<file path="config.mk">
export PLATFORM = sky130hd
export DESIGN_NAME = sub_bass_mixer
export DESIGN_NICKNAME = d
export VERILOG_FILES = /design/src/rtl/sbm_pkg.sv /design/src/rtl/sbm_bass_path.sv /design/src/rtl/sbm_downmix.sv /design/src/rtl/sbm_gain_stage.sv /design/src/rtl/sub_bass_mixer.sv
export SDC_FILE = /design/constraint.sdc
export NUM_CORES = 2
export LEC_CHECK = 0
export BUFFER_PORTS_ARGS = -buffer_cell sky130_fd_sc_hd__clkbuf_2
export CAP_MARGIN = 0
export CORE_MARGIN = 2
export CORE_UTILIZATION = 45
export CTS_CLUSTER_DIAMETER = 80
export DETAILED_ROUTE_END_ITERATION = 10
export HOLD_SLACK_MARGIN = 0.02
export MAX_ROUTING_LAYER = met4
export PLACE_DENSITY = 0.57
export SLEW_MARGIN = 20
export SYNTH_ARGS = -nofsm -noshare
export SYNTH_HDL_FRONTEND = slang
export SYNTH_SLANG_ARGS = --single-unit
</file>
<file path="constraint.sdc">
create_clock -name clk -period 30.4 [get_ports clk]
set_input_delay 9.12 -clock clk [delete_from_list [all_inputs] [get_ports clk]]
set_output_delay 9.12 -clock clk [all_outputs]
set_load 0.005 [all_outputs]
</file>
<file path="src/rtl/sbm_pkg.sv">
package sbm_pkg;

  typedef logic signed [63:0] wide_t;

  // clamp a wide signed value into a w-bit two's-complement range
  function automatic wide_t sat_fit(input wide_t x, input int w);
    wide_t hi;
    wide_t lo;
    hi = (64'sd1 <<< (w - 1)) - 64'sd1;
    lo = -(64'sd1 <<< (w - 1));
    if (x > hi)      return hi;
    else if (x < lo) return lo;
    else             return x;
  endfunction

  // fixed-point multiply with floor rounding
  function automatic wide_t fx_mul(input wide_t a, input wide_t b, input int frac);
    return (a * b) >>> frac;
  endfunction

endpackage

</file>
<file path="src/rtl/sbm_bass_path.sv">
module sbm_bass_path
  import sbm_pkg::*;
#(
  parameter int     DW    = 28,
  parameter int     NMAIN = 5,
  parameter longint BOOST = 26527108,
  parameter int     FRAC  = 23,
  parameter int     SHIFT = 3
) (
  input  logic signed [DW-1:0] mains [NMAIN],
  input  logic signed [DW-1:0] sub_smp,
  output logic signed [DW-1:0] bass_smp
);

  wide_t boosted;
  wide_t total;

  always_comb begin
    boosted = fx_mul(64'(sub_smp), BOOST, FRAC);
    total   = boosted;
    for (int k = 0; k < NMAIN; k++) total = total + 64'(mains[k]);
    bass_smp = DW'(sat_fit(total >>> SHIFT, DW));
  end

endmodule

</file>
<file path="src/rtl/sbm_downmix.sv">
module sbm_downmix
  import sbm_pkg::*;
#(
  parameter int DW    = 28,
  parameter int NMAIN = 5
) (
  input  logic signed [DW-1:0]    mains [NMAIN],
  input  logic        [NMAIN-1:0] mask,
  output logic signed [DW-1:0]    mean_smp
);

  localparam int AW = DW + 3;

  logic signed [AW-1:0] pick [NMAIN];
  logic signed [AW-1:0] left_mix;
  logic signed [AW-1:0] right_mix;
  logic signed [AW-1:0] pair_sum;

  // masked channel taps
  generate
    for (genvar g = 0; g < NMAIN; g++) begin : g_pick
      assign pick[g] = mask[g] ? AW'(mains[g]) : '0;
    end
  endgenerate

  // index 0/2 left side, 1/3 right side, 4 centre shared at half weight
  assign left_mix  = pick[0] + pick[2] + (pick[4] >>> 1);
  assign right_mix = pick[1] + pick[3] + (pick[4] >>> 1);
  assign pair_sum  = left_mix + right_mix;
  assign mean_smp  = DW'(sat_fit(64'(pair_sum >>> 1), DW));

endmodule

</file>
<file path="src/rtl/sbm_gain_stage.sv">
module sbm_gain_stage
  import sbm_pkg::*;
#(
  parameter int DW   = 28,
  parameter int CW   = 26,
  parameter int FRAC = 23
) (
  input  logic                 clk,
  input  logic                 rst_n,
  input  logic                 s1_vld,
  input  logic signed [DW-1:0] s1_smp,
  input  logic signed [CW-1:0] gain,
  output logic                 out_vld,
  output logic signed [DW-1:0] out_smp
);

  wide_t scaled;

  always_comb scaled = sat_fit(fx_mul(64'(s1_smp), 64'(gain), FRAC), DW);

  always_ff @(posedge clk) begin
    if (!rst_n) begin
      out_vld <= 1'b0;
      out_smp <= '0;
    end else begin
      out_vld <= s1_vld;
      if (s1_vld) out_smp <= DW'(scaled);
    end
  end

  assert_stage_to_out_R2: assert property (@(posedge clk) disable iff (!rst_n)
    s1_vld |=> out_vld);

  assert_hold_when_idle_R2: assert property (@(posedge clk) disable iff (!rst_n)
    !s1_vld |=> (!out_vld && $stable(out_smp)));

  assert_zero_gain_silent_R7: assert property (@(posedge clk) disable iff (!rst_n)
    (s1_vld && gain == '0) |=> out_smp == '0);

endmodule

</file>
<file path="src/rtl/sub_bass_mixer.sv">
module sub_bass_mixer
  import sbm_pkg::*;
#(
  parameter int     DW    = 28,
  parameter int     CW    = 26,
  parameter int     FRAC  = 23,
  parameter longint BOOST = 26527108,
  parameter int     SHIFT = 3
) (
  input  logic                 clk,
  input  logic                 rst_n,
  input  logic                 in_vld,
  input  logic signed [DW-1:0] smp_lf,
  input  logic signed [DW-1:0] smp_rf,
  input  logic signed [DW-1:0] smp_ls,
  input  logic signed [DW-1:0] smp_rs,
  input  logic signed [DW-1:0] smp_c,
  input  logic signed [DW-1:0] smp_sub,
  input  logic                 src_sel,
  input  logic [4:0]           mix_mask,
  input  logic signed [CW-1:0] vol_gain,
  output logic                 out_vld,
  output logic signed [DW-1:0] out_smp
);

  localparam int NMAIN = 5;

  logic signed [DW-1:0] mains [NMAIN];
  logic signed [DW-1:0] bass_smp;
  logic signed [DW-1:0] mean_smp;
  logic                 s1_vld;
  logic signed [DW-1:0] s1_smp;

  assign mains[0] = smp_lf;
  assign mains[1] = smp_rf;
  assign mains[2] = smp_ls;
  assign mains[3] = smp_rs;
  assign mains[4] = smp_c;

  sbm_bass_path #(.DW(DW), .NMAIN(NMAIN), .BOOST(BOOST), .FRAC(FRAC), .SHIFT(SHIFT)) i_bass (
    .mains    (mains),
    .sub_smp  (smp_sub),
    .bass_smp (bass_smp)
  );

  sbm_downmix #(.DW(DW), .NMAIN(NMAIN)) i_dmx (
    .mains    (mains),
    .mask     (mix_mask),
    .mean_smp (mean_smp)
  );

  // stage 1: source choice, mode and mask taken here
  always_ff @(posedge clk) begin
    if (!rst_n) begin
      s1_vld <= 1'b0;
      s1_smp <= '0;
    end else begin
      s1_vld <= in_vld;
      if (in_vld) s1_smp <= src_sel ? mean_smp : bass_smp;
    end
  end

  // stage 2: volume, taken one edge later
  sbm_gain_stage #(.DW(DW), .CW(CW), .FRAC(FRAC)) i_gain (
    .clk     (clk),
    .rst_n   (rst_n),
    .s1_vld  (s1_vld),
    .s1_smp  (s1_smp),
    .gain    (vol_gain),
    .out_vld (out_vld),
    .out_smp (out_smp)
  );

  assert_strobe_enters_R2: assert property (@(posedge clk) disable iff (!rst_n)
    in_vld |=> s1_vld);

  assert_empty_mask_zero_R6: assert property (@(posedge clk) disable iff (!rst_n)
    (in_vld && src_sel && mix_mask == '0) |=> s1_smp == '0);

  assert_quiet_bass_zero_R3: assert property (@(posedge clk) disable iff (!rst_n)
    (in_vld && !src_sel && smp_sub == '0 && smp_lf == '0 && smp_rf == '0 &&
     smp_ls == '0 && smp_rs == '0 && smp_c == '0) |=> s1_smp == '0);

endmodule

</file>
==> reports/metrics.yaml <==
cts_tree: "done"
initial_core_util_pct: 45.40
grt_max_degree: 49
path_class: "input pin to flip-flop"
clockBufferDepth: 2
antenna_found_initial: 17
fin_crit_ns: 21.92
grt_pass1_wl_mm: 236.6
synthFlopType: "dfxtp_1"
hold_ws_ns: 0.4648
synth_top_family_by_area: "adder cells"
final_common_cell: "inv_1"
finalClockSkew_ns: 0.01145
synth_edf_count: 0
yosysSeqAreaShare_pct: 2.389
core_region_area_sq_mm: 0.1071
track_usage_pct: 28.88
syn2layout_area_growth_pct: 5.419
avgSynthCellArea_sq_um: 8.940
clk_latency_ns: 0.36
outcome: "finished, final reports clean"
mostFrequentLayoutCells: "inv_1, fa_1, nand2_1"
rows: 120
gr-total-overflow: 0
required_ns: 30.65
fin_crit_sh_pct: 72.11
fp.dieH_um: 332.6
synthXorXnorAreaFrac_pct: 3.244
hp-class: "flip-flop to flip-flop"
ios: 232
dr_total_vias: 36670
relSlewSlack_pct: 27.76
fin_tns_setup_ns: 0
worstMarginPinSlew_ns: 1.084
netlist_instances: 5437
fp.dieW_um: 332.6
postCtsHoldBufs: 0
synth_cell_types: 98
cts.clk_slew.worst_paths_ns: 0.06
post-place-ws_ns: 8.157
post_drt_wl_per_cell_um: 21.55
synthArstFlopShare_pct: 0
synthTopCellsByArea: "fa_1, ha_1, inv_1, nand2_1, and2_1"
first_iter_violations: 2118
cts_max_level: 3
yosysWarningCount: 0
timing.max_cap.violations: 0
ant_nets: 0
place_area_sq_mm: 0.05090
drive_gt1_share_pct: 6.513
cts_setup_buffers: 0
finalSetupViolCount: 0
finalMaxSlewViolations: 0
synth-simple-area-share_pct: 13.16
cp_slowest_cell: "o22ai_4"
numCtsBuffers: 9
grt_pass1_vias: 39790
synth.top_cell.area_share_pct: 47.04
muxShareOfSynthArea_pct: 0.1905
routed_wl_mm: 149.1
syn_area_sq_mm: 0.04860
design_area_sq_mm: 0.05124
crit_arrival_ns: 22.17
startpoint_type: "input pin"
hold_viol_final: 0
viasPerCell: 5.301
fp.dieArea_sq_mm: 0.1107
nNetsFinal: 7358
place_hpwl_mm: 120.4
crit_fanout: 27
ys_seq_elements: 58
critPathCaptureType: "flip-flop"
cp_slowest_stage_delay_ns: 0.79
io_buffers: 231
grt_setup_unrepaired: "false"
clock_sinks: 58
synth_fa_ha_area_share_pct: 60.51
clock.fmax_ghz: 0.04561
synth_compound_area_share_pct: 8.258
synth_top_area_cell: "fa_1"
cts_root_buf: "clkbuf_16"
fin_ws_ns: 8.477
dr.pass1.iters: 5
syn_nets: 7303
gp_congestion: 0.9679
post_cts_resized: 0
route.detailed.drc: 0
-- path summary, 6_finish.rpt --
check / startpoint / end / slack [ns] / cells after the start
worst max-delay path: smp_sub[8] / s1_smp[0] / 8.48 / 48
worst max register to register: s1_smp[16] / i_gain.out_smp[7] / 21.01 / 24
worst min-delay path: s1_smp[26] / s1_smp[26] / 0.46 / 1
worst min register to register: s1_smp[26] / s1_smp[26] / 0.46 / 1
-- flip-flops by register name, indices dropped and copies added, names as in the netlist --
name / count
s1_vld: 1
i_gain.out_vld: 1
i_gain.out_smp: 28
s1_smp: 28
-- worst max-delay path, delay by kind of cell --
kind	cells	cell delay (ns)
buf+inv	7	0.50
xor+xnor	1	0.15
fa+ha+maj	12	4.90
simple gates	5	1.15
compound gates	23	6.30
-- logic make-up (layout without fill, tap and decap cells) --
logic type,count (synthesis),after routing
multiplexers,9,9
adder cells (fa/ha/maj),1666,1666
buffers and inverters,1564,1624
XOR/XNOR,180,180
AND/OR/NAND/NOR,1354,1354
other,0,17
flip-flops,58,58
AO/OA/AOI/OAI,606,606
-- final cells by class --
cell class / count / area (sq um)
inverters: 1337 / 5019
flip-flops and latches: 58 / 1182
well taps: 1403 / 1755
clock inverters: 4 / 25.02
diodes: 17 / 42.54
fillers: 10510 / 55810
repair buffers: 271 / 1456
multi-input cells: 3815 / 41490
clock buffers: 12 / 266.5
-- routing by layer --
layer	share of wire [%]	GRT usage [%]	vias up
li1	-	-	16580
met1	44	38.76	18760
met2	48	47.00	1154
met3	6.1	3.347	182
met4	2.4	6.702	0
met5	0	-	-
-- synthesized netlist by cell type (all sizes together), types with 24 or more instances --
library cell and number:
clkbuf 190, inv 1337, nor3 30, xor2 72, buf 37, a21oi 155, xnor2 108, a32o 24
nor2 148, nand2b 46, fa 1142, dfxtp 58, nand3 43, nor2b 28, nand4 30, o22ai 26
and2 269, o21ai 148, a31oi 25, a21o 56, ha 521, nand2 683, a211oi 24
-- through the flow --
stage | util [%] | std cells
5_1_grt | 47.86 | 6917
3_5_place_dp | 47.55 | 6884
2_1_floorplan | - | 5437
3_3_place_gp | 47.55 | 6884
6_report | 47.86 | 6917
4_1_cts | 47.82 | 6900
Power is left out: the tool's default activity adds up to more than one toggle a clock period on the data nets, which glitch-free logic cannot reach.
